**src/rtl/ctrl_csr_pkg.sv**
```systemverilog
package ctrl_csr_pkg;
  localparam int unsigned CSR_W     = 16;
  localparam int unsigned EV_N      = 7;
  localparam int unsigned IDX_INIT_LO = 1;
  localparam int unsigned IDX_INIT_HI = 2;
  localparam int unsigned IDX_BUS     = 3;
  localparam int unsigned IDX_MC_BASE = 8;
  localparam int unsigned IDX_MODE    = 15;

  // error summary over memory error, missed, carrier, babble
  function automatic logic err_of(input logic [3:0] errs);
    return |errs;
  endfunction

  function automatic logic intr_of(input logic idon, input logic tint,
                                   input logic rint, input logic err);
    return idon | tint | rint | err;
  endfunction
endpackage

```
**src/rtl/ctrl_csr0.sv**
```systemverilog
module ctrl_csr0
  import ctrl_csr_pkg::*;
(
  input  logic                 clk,
  input  logic                 rst_n,
  input  logic                 wr,
  input  logic [CSR_W-1:0]     wdata,
  input  logic [EV_N-1:0]      ev_vec,
  output logic [CSR_W-1:0]     rdata,
  output logic                 inea,
  output logic                 intr,
  output logic                 stop_req,
  output logic                 cmd_init,
  output logic                 cmd_start,
  output logic                 cmd_stop,
  output logic                 cmd_tdemand
);
  logic [EV_N-1:0] sticky_q;
  logic            stopped_q, strt_q, txon_q, rxon_q, inea_q;
  logic            init_req, strt_req, start_ok, tdmd_req, err;
  logic [EV_N-1:0] clr_vec;

  assign stop_req = wr & wdata[2];
  assign init_req = wr & wdata[0] & ~wdata[2];
  assign strt_req = wr & wdata[1] & ~wdata[2];
  assign start_ok = strt_req & sticky_q[0];
  assign tdmd_req = wr & wdata[3];
  assign clr_vec  = wr ? wdata[14:8] : '0;

  always_ff @(posedge clk) begin
    if (!rst_n) begin
      sticky_q  <= '0;
      stopped_q <= 1'b1;
      strt_q    <= 1'b0;
      txon_q    <= 1'b0;
      rxon_q    <= 1'b0;
      inea_q    <= 1'b0;
      cmd_init  <= 1'b0;
      cmd_start <= 1'b0;
      cmd_stop  <= 1'b0;
      cmd_tdemand <= 1'b0;
    end else begin
      sticky_q <= ev_vec | (sticky_q & ~clr_vec);
      if (wr) inea_q <= wdata[6];
      if (stop_req) begin
        stopped_q <= 1'b1;
        strt_q <= 1'b0;
        txon_q <= 1'b0;
        rxon_q <= 1'b0;
      end else begin
        if (init_req || start_ok) stopped_q <= 1'b0;
        if (start_ok) begin
          strt_q <= 1'b1;
          txon_q <= 1'b1;
          rxon_q <= 1'b1;
        end
      end
      cmd_init    <= init_req;
      cmd_start   <= start_ok;
      cmd_stop    <= stop_req;
      cmd_tdemand <= tdmd_req;
    end
  end

  assign err   = err_of(sticky_q[6:3]);
  assign intr  = intr_of(sticky_q[0], sticky_q[1], sticky_q[2], err);
  assign inea  = inea_q;
  assign rdata = {err, sticky_q, intr, inea_q, rxon_q, txon_q, 1'b0,
                  stopped_q, strt_q, 1'b0};

  logic unused_ok;
  assign unused_ok = ^{wdata[15], wdata[7], wdata[5:4]};

  AST_STOP_HALTS: assert property (@(posedge clk) disable iff (!rst_n)
    stop_req |=> (!txon_q && !rxon_q && !strt_q && stopped_q));
  AST_STOP_PRIO: assert property (@(posedge clk) disable iff (!rst_n)
    cmd_stop |-> (!cmd_init && !cmd_start));
  AST_STRT_NEEDS_IDON: assert property (@(posedge clk) disable iff (!rst_n)
    $rose(txon_q) |-> $past(sticky_q[0]));
  AST_W1C_TINT: assert property (@(posedge clk) disable iff (!rst_n)
    (wr && wdata[9] && !ev_vec[1]) |=> !sticky_q[1]);
  AST_EVENT_WINS: assert property (@(posedge clk) disable iff (!rst_n)
    ev_vec[1] |=> sticky_q[1]);
endmodule

```
**src/rtl/ctrl_cfg_regs.sv**
```systemverilog
module ctrl_cfg_regs
  import ctrl_csr_pkg::*;
#(
  parameter int unsigned IDX_W    = 4,
  parameter int unsigned MC_WORDS = 4,
  parameter int unsigned BUS_W    = 3
) (
  input  logic                      clk,
  input  logic                      rst_n,
  input  logic                      wr,
  input  logic [IDX_W-1:0]          idx,
  input  logic [CSR_W-1:0]          wdata,
  input  logic                      stop_clr,
  output logic [CSR_W-1:0]          rdata,
  output logic [CSR_W-1:0]          init_lo,
  output logic [CSR_W-1:0]          init_hi,
  output logic [BUS_W-1:0]          bus_ctl,
  output logic [MC_WORDS*CSR_W-1:0] mcast,
  output logic [CSR_W-1:0]          mode
);
  logic [CSR_W-1:0] mc_q [MC_WORDS];

  always_ff @(posedge clk) begin
    if (!rst_n) begin
      init_lo <= '0;
      init_hi <= '0;
      bus_ctl <= '0;
      mode    <= '0;
    end else begin
      if (wr && idx == IDX_W'(IDX_INIT_LO)) init_lo <= wdata;
      if (wr && idx == IDX_W'(IDX_INIT_HI)) init_hi <= wdata;
      if (wr && idx == IDX_W'(IDX_MODE))    mode    <= wdata;
      if (stop_clr) bus_ctl <= '0;
      else if (wr && idx == IDX_W'(IDX_BUS)) bus_ctl <= wdata[BUS_W-1:0];
    end
  end

  for (genvar g = 0; g < MC_WORDS; g++) begin : g_mc
    always_ff @(posedge clk) begin
      if (!rst_n) mc_q[g] <= '0;
      else if (wr && idx == IDX_W'(IDX_MC_BASE + g)) mc_q[g] <= wdata;
    end
    assign mcast[g*CSR_W +: CSR_W] = mc_q[g];
  end

  always_comb begin
    rdata = '0;
    if (idx == IDX_W'(IDX_INIT_LO)) rdata = init_lo;
    if (idx == IDX_W'(IDX_INIT_HI)) rdata = init_hi;
    if (idx == IDX_W'(IDX_BUS))     rdata = CSR_W'(bus_ctl);
    if (idx == IDX_W'(IDX_MODE))    rdata = mode;
    for (int i = 0; i < MC_WORDS; i++)
      if (idx == IDX_W'(IDX_MC_BASE + i)) rdata = mc_q[i];
  end

  AST_BUS_HOLD: assert property (@(posedge clk) disable iff (!rst_n)
    (!wr && !stop_clr) |=> $stable(bus_ctl));
endmodule

```
**src/rtl/ctrl_csr_file.sv**
```systemverilog
module ctrl_csr_file
  import ctrl_csr_pkg::*;
#(
  parameter int unsigned IDX_W    = 4,
  parameter int unsigned MC_WORDS = 4,
  parameter int unsigned BUS_W    = 3
) (
  input  logic                      clk,
  input  logic                      rst_n,
  input  logic                      host_port_sel,
  input  logic                      host_wr,
  input  logic [15:0]               host_wdata,
  output logic [15:0]               host_rdata,
  input  logic                      ev_init_done,
  input  logic                      ev_tx_done,
  input  logic                      ev_rx_done,
  input  logic                      ev_mem_err,
  input  logic                      ev_missed,
  input  logic                      ev_babble,
  input  logic                      ev_carrier,
  output logic                      cmd_init,
  output logic                      cmd_start,
  output logic                      cmd_stop,
  output logic                      cmd_tdemand,
  output logic                      irq,
  output logic [15:0]               init_addr_lo,
  output logic [15:0]               init_addr_hi,
  output logic [BUS_W-1:0]          bus_ctl,
  output logic [MC_WORDS*16-1:0]    mcast_filter,
  output logic                      promisc
);
  logic [IDX_W-1:0] idx_q;
  logic             win_wr, csr0_wr, stop_req, inea, intr;
  logic [CSR_W-1:0] csr0_rd, cfg_rd, mode;
  logic [EV_N-1:0]  ev_vec;

  always_ff @(posedge clk) begin
    if (!rst_n) idx_q <= '0;
    else if (host_wr && host_port_sel) idx_q <= host_wdata[IDX_W-1:0];
  end

  assign win_wr  = host_wr & ~host_port_sel;
  assign csr0_wr = win_wr & (idx_q == '0);
  assign ev_vec  = {ev_babble, ev_carrier, ev_missed, ev_mem_err,
                    ev_rx_done, ev_tx_done, ev_init_done};

  ctrl_csr0 u_csr0 (
    .clk(clk), .rst_n(rst_n), .wr(csr0_wr), .wdata(host_wdata),
    .ev_vec(ev_vec), .rdata(csr0_rd), .inea(inea), .intr(intr),
    .stop_req(stop_req), .cmd_init(cmd_init), .cmd_start(cmd_start),
    .cmd_stop(cmd_stop), .cmd_tdemand(cmd_tdemand)
  );

  ctrl_cfg_regs #(.IDX_W(IDX_W), .MC_WORDS(MC_WORDS), .BUS_W(BUS_W)) u_cfg (
    .clk(clk), .rst_n(rst_n), .wr(win_wr), .idx(idx_q), .wdata(host_wdata),
    .stop_clr(stop_req), .rdata(cfg_rd), .init_lo(init_addr_lo),
    .init_hi(init_addr_hi), .bus_ctl(bus_ctl), .mcast(mcast_filter),
    .mode(mode)
  );

  assign irq        = intr & inea;
  assign promisc    = mode[15];
  assign host_rdata = host_port_sel ? CSR_W'(idx_q)
                    : (idx_q == '0) ? csr0_rd : cfg_rd;

  AST_STOP_CLEARS_BUS: assert property (@(posedge clk) disable iff (!rst_n)
    stop_req |=> (bus_ctl == '0));
  AST_IDX_HOLD: assert property (@(posedge clk) disable iff (!rst_n)
    !(host_wr && host_port_sel) |=> $stable(idx_q));
  AST_IRQ_NEEDS_EN: assert property (@(posedge clk) disable iff (!rst_n)
    irq |-> csr0_rd[6] && csr0_rd[7]);
endmodule

```
**config.mk**
```make
export PLATFORM = sky130hd
export DESIGN_NAME = ctrl_csr_file
export DESIGN_NICKNAME = d
export VERILOG_FILES = /design/src/rtl/ctrl_csr_pkg.sv /design/src/rtl/ctrl_csr0.sv /design/src/rtl/ctrl_cfg_regs.sv /design/src/rtl/ctrl_csr_file.sv
export SDC_FILE = /design/constraint.sdc
export NUM_CORES = 1
export LEC_CHECK = 0
export BUFFER_PORTS_ARGS = -buffer_cell sky130_fd_sc_hd__buf_4
export CORE_MARGIN = 2
export CORE_UTILIZATION = 35
export CTS_CLUSTER_SIZE = 24
export DETAILED_ROUTE_END_ITERATION = 10
export GPL_TIMING_DRIVEN = 0
export PLACE_DENSITY = 0.54
export SLEW_MARGIN = 0
export SYNTH_ARGS = -nofsm -noshare
export SYNTH_HDL_FRONTEND = slang
export SYNTH_SLANG_ARGS = --single-unit
```
**constraint.sdc**
```tcl
create_clock -name clk -period 3.2 [get_ports clk]
set_input_delay 0.64 -clock clk [delete_from_list [all_inputs] [get_ports clk]]
set_output_delay 0.64 -clock clk [all_outputs]
set_load 0.05 [all_outputs]
```
==> results of run 1 <==
[power groups by stage]
stage	registers [W]	clock network (W)	logic [W]
CTS	0.00187	0.00206	0.000656
global placement	0.00190	0	0.000637
finish	0.00187	0.00205	0.000667
detailed placement	0.00190	0	0.000648
floorplan	0.00201	0	0.000279
global route	0.00187	0.00213	0.000696
[state kept, by name, summed over array words and instances (netlist names)]
name / flops
u_cfg.init_lo: 16
u_csr0.cmd_start: 1
u_cfg.mc_q: 64
u_cfg.init_hi: 16
u_csr0.sticky_q: 7
u_csr0.inea: 1
u_csr0.cmd_stop: 1
u_cfg.bus_ctl: 3
u_csr0.cmd_tdemand: 1
idx_q: 4
u_csr0.cmd_init: 1
u_csr0.stopped_q: 1
u_cfg.mode: 16
u_csr0.strt_q: 1
[final cells by class]
cell class	count	share of cell area, %
clock inverters	8	0.945
flip-flops and latches	133	38.4
multi-input cells	481	34.4
well taps	229	3.33
plain buffers	53	3.14
clock buffers	23	6.31
repair buffers	149	13.3
inverters	4	0.174
[cell families after synthesis]
logic type	Yosys count
AND/OR/NAND/NOR	266
AO/OA/AOI/OAI	185
flip-flops	133
buffers and inverters	57
multiplexers	30
[final timing paths]
kind              slack (ps)            endpoint  cells past startpoint
setup / recovery          40       host_rdata[5]                      8
setup reg to reg         690    u_cfg.mc_q[0][8]                      6
hold reg to reg          480   u_cfg.init_lo[13]                      2
hold / removal           440  u_csr0.sticky_q[0]                      3
[stage by stage]
step	cell area (um2)	cells	setup slack [ps]	util [%]	hold slack, ps
after CTS	8570	1080	19.1	47.6	430
after floorplan	6470	671	168	-	449
after detailed placement	7910	1049	82.1	43.9	471
after global routing	8610	1080	-40.4	47.8	434
final	8610	1080	39.5	47.8	440
after global placement	7850	1046	-829	43.5	469
[metal layers]
layer	GRT usage (%)	vias to the layer above	part of all wire (%)
met5	0	-	0
met3	4.58	34	8.1
met4	8.74	0	2.2
met1	37.0	2998	45
met2	39.3	334	45
li1	-	2756	-
[tightest hold or removal path: cells and delay by family]
kind	cells	cell delay, ps
buf+inv	1	80
simple gates	1	80
compound gates	1	30
[layout by cell type (no fill, tap or decap), types with 21 or more instances in the layout]
cell type	netlist	routed
edfxtp_1	64	64
a21oi_1	55	54
dfxtp_1	69	68
clkbuf_16	0	21
nand2_1	106	106
a21boi_1	33	33
nor2b_1	29	29
buf_4	1	149
mux2i_1	24	24
and2_1	66	66
[repair_timing]
item / CTS / global route
hold buffers: 0 / 0
endpoints found under the setup margin: 15 / 15
resized for setup: 16 / 15
pin swaps: 0 / 0
==> run metrics, run 1 <==
Internal=0.00330 W; critical path peak fanout=10; Yosys top cell by area=edfxtp_1; Worst VDD drop=0.399 mV; largest net degree at the start of global routing=17; sw frac=27.9%; hold path startpoint=ev_init_done; first-pass iteration count of the detailed router=5; DPL Wire Length=18.8 mm; Slew Limit Fails=0; synthesized cell area=6470 um2; n_diodes=0; f_max=0.316 GHz; Num CTS Buffers=17; Final setup violation count=0; CTS Sinks=133; Die Y=140 um; Synth Area per Inst=9.64 um2; Die Width=140 um; clock-pin slew on the worst setup and hold paths=60 ps; largest family of logic cells by synthesized area=simple AND/OR/NAND/NOR gates; die area=19600 um2; clock share of power=44.7%; crit-path max cell delay=430 ps; CP max-delay cell=a221oi_1; num ports=148; wire per inst=23.6 um; Worst R2R Start=idx_q[2]; CP Buf/Inv Count=3; total power draw=0.00458 W; postcts setup bufs=0; share of total power in combinational logic=14.6%; Max Cap Viol=0; crit path DAT=2520 ps; EDFF count, synth=64; CTS max path bufs=2; commonest cells in the synthesized netlist=nand2_1, dfxtp_1, and2_1; CP Data Required Time=2560 ps; Post-Synth Adder-Cell Area=0%; Routed Antenna Nets=0; Setup crit end kind=primary output; CP startpoint=idx_q[1]; synthesized instance count=671; Synth Area in Compound Gates=19.0%; multiplexer share of the synthesized area=4.76%; Mapped Nets=698; number of synthesized register bits=133; post-synthesis xor/xnor area fraction=0%; power density cells=532 nW/um2; fin crit share=98.8%; vias in the first global route=5933; worst-path cell chain=buf_4 -> nor2b_1 -> clkbuf_2 -> a221oi_1 -> a21oi_1 -> a2bb2oi_2 -> o22ai_1 -> buf_4; share of cells above drive strength 1=27.7%; RSZ-0062 raised after global routing=yes; prevailing post-synth register cell=dfxtp_1; Hold WC Path Type=in -> reg; synth top area cells=edfxtp_1, dfxtp_1, and2_1; DR vias/cell=5.67; # fillers=1761; outcome=finished, final reports clean; total detailed-routing wirelength=25.5 mm; CTS tree=done; number of H-tree levels=4; fin nets=866; top-count cell post-synth=nand2_1; top cell family by delay on the critical path=compound AO/OA/AOI/OAI gates; Worst setup SP type=flip-flop; Clock Root Buffer=clkbuf_16; Initial Util=35.9%; Final Hold Viols=0; Leakage=3.37 nW; DRC Markers=0; Switch Pwr=0.00128 W; via count=6122; Setup TNS=0 ps; global-route wire length before repair=37.2 mm; Slew Limit Headroom=34.9%; GR Overflow Total=0; Final Critical Period=3160 ps; clk_skew=12.5 ps; Synth async-reset ratio=0%; sequential-to-total area share from yosys stat=51.1%; Layout area overhead=33.1%; area of the core=18000 um2; library cells used by synthesis=49; Buffers on Ports=146; DR iter-0 viols=669; warnings from Yosys=0; flip-flop and latch area=3300 um2; area share of the largest cell type after synthesis=29.7%; RePlAce Congestion=0.934; Tightest Pin Transition=975 ps; initial antenna violation count=0; Multi-input gate area=2960 um2; kind of critical path=reg -> out; Total GRT Usage=25.7%; Simple-Gate Fraction of Synth Area=21.2%; Flop pwr share=40.8%; CP most frequent cell=buf_4; Skew-Pair Late Insertion Delay=430 ps; row cnt=49
(Power assumes the default switching activity.)
==> inputs of run 2 (changes only) <==
SYNTH_HIERARCHICAL = 1   (was not set)
==> run metrics, run 2 <==
outcome=finished, final reports clean (unchanged); Die Y=143 um (was 140 um); via count=5761 (was 6122); commonest cells in the synthesized netlist=nand2_1, dfxtp_1, and2_1 (unchanged); met3 wire length=1.54 mm (was 2.07 mm); DR iter-0 viols=427 (was 669); placed cells=1094 (was 1049); kind of critical path=reg -> out (unchanged); initial antenna violation count=0 (unchanged); wire per inst=19.9 um (was 23.6 um); area share of the largest cell type after synthesis=28.4% (was 29.7%); CP Buf/Inv Count=4 (was 3); Worst VDD drop=0.409 mV (was 0.399 mV); Tightest Pin Transition=1040 ps (was 975 ps); CTS tree=done (unchanged); Final setup violation count=0 (unchanged); Initial Util=35.9% (about the same); DR top layer=met4 (unchanged); global-route wire length before repair=33.1 mm (was 37.2 mm); Final Hold Viols=0 (unchanged); warnings from Yosys=6 (was 0); share of cells above drive strength 1=29.1% (was 27.7%); flip-flop and latch area=3310 um2 (was 3300 um2); row cnt=50 (was 49); vias in the first global route=5561 (was 5933); # fillers=1831 (was 1761); RSZ-0062 raised after global routing=no (was yes); most frequent cells in the layout=buf_4, nand2_1, and2_1 (was buf_4, nand2_1, dfxtp_1); clk_skew=7.23 ps (was 12.5 ps); synthesized cell area=6760 um2 (was 6470 um2); largest net degree at the start of global routing=17 (unchanged); prevailing post-synth register cell=dfxtp_1 (unchanged); Synth Area per Inst=9.87 um2 (was 9.64 um2); Hold WC Path Type=in -> reg (unchanged); Clock Root Buffer=clkbuf_16 (unchanged); CTS max path bufs=2 (unchanged); Worst Slack Setup Final=120 ps (was 39.5 ps); Largest register FFs=64 (unchanged); Internal=0.00322 W (was 0.00330 W); area of the core=18800 um2 (was 18000 um2); Synth async-reset ratio=0% (unchanged); library cells used by synthesis=52 (was 49); WHS=443 ps (was 440 ps); most common cell after layout, fill and taps aside=buf_4 (unchanged); clock-pin slew on the worst setup and hold paths=60 ps (about the same); synth top area cells=edfxtp_1, dfxtp_1, mux2i_1 (was edfxtp_1, dfxtp_1, and2_1); Routed Antenna Nets=0 (unchanged); number of synthesized register bits=133 (unchanged); synthesized instance count=685 (was 671); clock share of power=42.8% (was 44.7%); number of H-tree levels=4 (unchanged); CP most frequent cell=buf_8 (was buf_4); f_max=0.325 GHz (was 0.316 GHz); Multi-input gate area=3060 um2 (was 2960 um2); critical path peak fanout=10 (unchanged); Die Width=143 um (was 140 um); CP max-delay cell=dfxtp_4 (was a221oi_1); sw frac=26.5% (was 27.9%); Setup WS pre-CTS=181 ps (was 82.1 ps); num ports=148 (unchanged); Flop pwr share=42.6% (was 40.8%); total power draw=0.00438 W (was 0.00458 W); Switch Pwr=0.00116 W (was 0.00128 W); Largest Register=u_cfg/mc_q (was u_cfg.mc_q); sequential-to-total area share from yosys stat=48.9% (was 51.1%); Total GRT Usage=21.9% (was 25.7%); CP Data Required Time=2560 ps (about the same); Finished Layout Cells=1129 (was 1080); CTS Sinks=133 (unchanged); worst-path cell chain=buf_8 -> buf_8 -> buf_6 -> a21boi_0 -> o21ai_0 -> a222oi_1 -> nand2_1 -> a21oi_1 -> buf_4 (was buf_4 -> nor2b_1 -> clkbuf_2 -> a221oi_1 -> a21oi_1 -> a2bb2oi_2 -> o22ai_1 -> buf_4); Leakage=3.67 nW (was 3.37 nW); DPL Wire Length=17.1 mm (was 18.8 mm); Worst setup SP type=flip-flop (unchanged); Setup TNS=0 ps (unchanged); share of total power in combinational logic=14.6% (about the same); n_diodes=0 (unchanged); Slew Limit Fails=0 (unchanged); Buffers on Ports=147 (was 146); top cell family by delay on the critical path=compound AO/OA/AOI/OAI gates (unchanged); crit path DAT=2440 ps (was 2520 ps); DR vias/cell=5.10 (was 5.67); total detailed-routing wirelength=22.5 mm (was 25.5 mm); Num CTS Buffers=17 (unchanged); GR Overflow Total=0 (unchanged); Setup crit end kind=primary output (unchanged); Final Critical Period=3080 ps (was 3160 ps); fin nets=883 (was 866); first-pass iteration count of the detailed router=8 (was 5); EDFF count, synth=64 (unchanged); CTS hold repair buffers=0 (unchanged); DRC Markers=0 (unchanged); M1 WL=10.1 mm (was 11.4 mm); die area=20400 um2 (was 19600 um2); Skew-Pair Late Insertion Delay=420 ps (was 430 ps); Yosys top cell by area=edfxtp_1 (unchanged); met2 WL post-DR=10.7 mm (was 11.4 mm); top-count cell post-synth=nand2_1 (unchanged); RePlAce Congestion=0.905 (was 0.934); fin crit share=96.2% (was 98.8%); Layout area overhead=31.8% (was 33.1%); Slew Limit Headroom=30.7% (was 34.9%); crit-path max cell delay=390 ps (was 430 ps); Max Cap Viol=0 (unchanged); power density cells=491 nW/um2 (was 532 nW/um2)
==> run 2: changes by cell type after synthesis, moves of 7 or more <==
cell and delta:
o21ai_1 -9, nand2_1 +17, mux2i_1 +25, o22ai_1 -13
a21boi_0 +26, nor2b_1 -9, a21oi_1 -27, buf_4 +21
o32ai_1 -7, a22oi_1 -14, a21boi_1 -7, inv_1 +16
buf_2 -10, clkbuf_1 -14
==> run 2: per-stage QoR <==
step / utilization (%) / instance area (um2)
floorplan: - / 6760
global placement: 43.5 / 8190
detailed placement: 43.7 / 8230
CTS: 46.8 / 8820
global route: 47.3 / 8910
finish: 47.3 / 8910
==> run 2: per-layer routing <==
layer  up-vias  track usage [%]
met5         -                0
met4         0             6.10
met3        16             4.12
met2       199             35.3
met1      2811             30.1
li1       2735                -
==> run 2: cells by family after synthesis <==
logic type,Yosys count,share of synthesized area (%)
AOI/OAI and AO/OA,148,15.6
buffers and inverters,75,6.63
DFF,133,48.9
muxes,52,7.75
other,1,0.0555
and+or+nand+nor,276,21.1
==> run 2: what timing repair did <==
item | in CTS | in global routing
pin swaps | 1 | 9
cloned | 0 | 0
buffers inserted | 0 | 3
resized for setup | 6 | 25
setup endpoints to repair | 15 | 14
==> run 2: cell type report <==
| cell class | instances | area share [%] |
|---|---|---|
| Multi-Input combinational cell | 478 | 34.4 |
| Inverter | 16 | 0.674 |
| Clock buffer | 30 | 6.36 |
| Clock inverter | 2 | 0.112 |
| Buffer | 59 | 4.66 |
| Timing Repair Buffer | 151 | 13.0 |
| Sequential cell | 133 | 37.2 |
| Tap cell | 260 | 3.65 |
==> run 2: power by group through the flow <==
stage | Sequential, W | Clock [W] | Combinational, W
after floorplan | 0.00201 | 0 | 0.000276
after global placement | 0.00190 | 0 | 0.000611
after detailed placement | 0.00190 | 0 | 0.000624
after CTS | 0.00187 | 0.00190 | 0.000626
after global routing | 0.00187 | 0.00197 | 0.000671
final | 0.00187 | 0.00188 | 0.000638
==> run 2: path summary, 6_finish.rpt <==
check             cells after the start  slack, ps          start            endpoint
hold / removal                        2        440      ev_babble  u_csr0/sticky_q[6]
hold reg to reg                       2        460  u_cfg/mode[1]       u_cfg/mode[1]
setup / recovery                      9        120       idx_q[1]       host_rdata[5]
setup reg to reg                      8        460       idx_q[1]    u_cfg/bus_ctl[0]
==> inputs of run 3 (changes only) <==
CELL_PAD_IN_SITES_DETAIL_PLACEMENT = 1   (was not set)
CELL_PAD_IN_SITES_GLOBAL_PLACEMENT = 1   (was not set)
PLACE_DENSITY = not set   (was 0.54)
PLACE_DENSITY_LB_ADDON = 0.15   (was not set)
==> run metrics, run 3 (synthesized netlist as in run 2, its figures left out) <==
CP max-delay cell=dfxtp_4 (unchanged); clk_skew=6.29 ps (was 7.23 ps); Routed Antenna Nets=0 (unchanged); CP Buf/Inv Count=4 (unchanged); outcome=finished, final reports clean (unchanged); CTS hold repair buffers=0 (unchanged); number of H-tree levels=4 (unchanged); Worst Slack Setup Final=120 ps (about the same); most common cell after layout, fill and taps aside=buf_4 (unchanged); Buffers on Ports=147 (unchanged); Slew Limit Headroom=38.1% (was 30.7%); Worst R2R Start=idx_q[3] (was idx_q[1]); Num CTS Buffers=17 (unchanged); sw frac=26.4% (was 26.5%); total power draw=0.00462 W (was 0.00438 W); crit-path max cell delay=400 ps (was 390 ps); Leakage=3.68 nW (was 3.67 nW); Tightest Pin Transition=928 ps (was 1040 ps); num ports=148 (unchanged); Worst VDD drop=0.384 mV (was 0.409 mV); die area=20400 um2 (unchanged); clock-pin slew on the worst setup and hold paths=60 ps (about the same); Flop pwr share=40.4% (was 42.6%); Skew-Pair Late Insertion Delay=420 ps (about the same); # fillers=2164 (was 1831); DRC Markers=0 (unchanged); Die Y=143 um (unchanged); Layout area overhead=32.6% (was 31.8%); Setup WS pre-CTS=268 ps (was 181 ps); DPL Wire Length=18.5 mm (was 17.1 mm); kind of critical path=reg -> out (unchanged); area of the core=18800 um2 (unchanged); critical path peak fanout=10 (unchanged); Clock Root Buffer=clkbuf_16 (unchanged); top cell family by delay on the critical path=buffers and inverters (was compound AO/OA/AOI/OAI gates); RePlAce Congestion=0.926 (was 0.905); clock share of power=45.9% (was 42.8%); Slew Limit Fails=0 (unchanged); f_max=0.325 GHz (about the same); worst-path cell chain=buf_4 -> buf_6 -> buf_4 -> nand3_1 -> a32oi_1 -> a2bb2oi_1 -> nor3_1 -> nor2_1 -> buf_4 (was buf_8 -> buf_8 -> buf_6 -> a21boi_0 -> o21ai_0 -> a222oi_1 -> nand2_1 -> a21oi_1 -> buf_4); largest net degree at the start of global routing=17 (unchanged); row cnt=50 (unchanged); Final Hold Viols=0 (unchanged); Total GRT Usage=23.4% (was 21.9%); power density cells=516 nW/um2 (was 491 nW/um2); fin crit share=96.3% (was 96.2%); Largest Register=u_cfg/mc_q (unchanged); crit path DAT=2440 ps (about the same); vias in the first global route=6057 (was 5561); share of total power in combinational logic=13.7% (was 14.6%); DR iter-0 viols=404 (was 427); Max Cap Viol=0 (unchanged); Final setup violation count=0 (unchanged); Worst R2R End=u_csr0/sticky_q[3] (was u_cfg/bus_ctl[0]); share of cells above drive strength 1=29.3% (was 29.1%); Internal=0.00340 W (was 0.00322 W); DR vias/cell=5.14 (was 5.10); R2R depth=6 (was 8); Initial Util=35.9% (unchanged); Switch Pwr=0.00122 W (was 0.00116 W); most frequent cells in the layout=buf_4, nand2_1, and2_1 (unchanged); Worst setup SP type=flip-flop (unchanged); global-route wire length before repair=35.7 mm (was 33.1 mm); Hold WC Path Type=in -> reg (unchanged); Setup crit end kind=primary output (unchanged); CTS tree=done (unchanged); first-pass iteration count of the detailed router=5 (was 8); worst reg2reg setup slack=540 ps (was 460 ps); Die Width=143 um (unchanged); GR Overflow Total=0 (unchanged); CTS max path bufs=2 (unchanged); CP startpoint=idx_q[0] (was idx_q[1]); n_diodes=0 (unchanged); Largest register FFs=64 (unchanged); final core occ=47.6% (was 47.3%); Setup TNS=0 ps (unchanged); CP most frequent cell=buf_4 (was buf_8); initial antenna violation count=0 (unchanged); total detailed-routing wirelength=23.5 mm (was 22.5 mm); Crit. path cell count=9 (unchanged); Final Critical Period=3080 ps (about the same); CTS Sinks=133 (unchanged); CP Data Required Time=2560 ps (about the same); wire per inst=20.8 um (was 19.9 um); worst setup path endpoint=host_rdata[2] (was host_rdata[5]); fin nets=884 (was 883); via count=5805 (was 5761)
==> run 3: cell types whose count changed in the layout (fill, tap and decap cells not counted), sizes merged <==
cell and change:
clkbuf -12, bufinv +5, clkinv +4, clkinvlp +4
==> run 3: through the flow <==
stage / std cells / instance area [um2] / hold WS, ps
floorplan: 686 / 6760 / 430
global placement: 1093 / 8190 / 448
detailed placement: 1095 / 8220 / 453
CTS: 1127 / 8880 / 406
global route: 1130 / 8960 / 423
finish: 1130 / 8960 / 424
==> run 3: how the worst min path moves through the flow <==
stage                   from            endpoint  slack, ps  cells past startpoint
3_3_place_gp   u_cfg/mode[1]       u_cfg/mode[1]        450                      2
6_report          ev_tx_done  u_csr0/sticky_q[1]        420                      2
3_5_place_dp   u_cfg/mode[5]       u_cfg/mode[5]        450                      2
4_1_cts           ev_tx_done  u_csr0/sticky_q[1]        410                      2
5_1_grt            ev_missed  u_csr0/sticky_q[4]        420                      2
2_1_floorplan  u_cfg/mode[1]       u_cfg/mode[1]        430                      2
==> run 3: per-layer routing <==
layer / vias up / track usage (%) / wire (um)
met1: 2866 / 31.7 / 10800
li1: 2740 / - / -
met5: - / 0 / 0
met2: 181 / 38.0 / 11100
met3: 18 / 4.16 / 1290
met4: 0 / 7.14 / 255
==> run 3: worst register-to-register path, cell delays in order (launching register included) <==
cell	delay, ps
dfxtp_4	380
nor4_4	550
buf_2	350
and2_1	340
clkbuf_1	500
a21boi_0	210
o21a_1	220
==> run 3: final cells by class <==
type                            instances  area [um2]  share of cell area, %
Inverter                               16        60.1                  0.670
Timing Repair Buffer                  152        1160                   12.9
Sequential cell                       133        3320                   37.0
Clock buffer                           17         425                   4.75
Multi-Input combinational cell        478        3060                   34.1
Buffer                                 59         412                   4.59
Clock inverter                         15         211                   2.36
Tap cell                              260         325                   3.63
==> run 3: power groups by stage <==
| stage | Combinational [W] | Sequential [W] | Clock, W |
|---|---|---|---|
| finish | 0.000635 | 0.00187 | 0.00212 |
| global placement | 0.000610 | 0.00190 | 0 |
| CTS | 0.000628 | 0.00187 | 0.00216 |
| detailed placement | 0.000624 | 0.00190 | 0 |
| global route | 0.000672 | 0.00187 | 0.00223 |
| floorplan | 0.000276 | 0.00201 | 0 |
==> run 3: timing repair <==
| item | 4_1_cts | 5_1_grt |
|---|---|---|
| setup endpoints to repair | 14 | 15 |
| setup buffers | 0 | 3 |
| pin swaps | 0 | 10 |
| resized for setup | 8 | 20 |
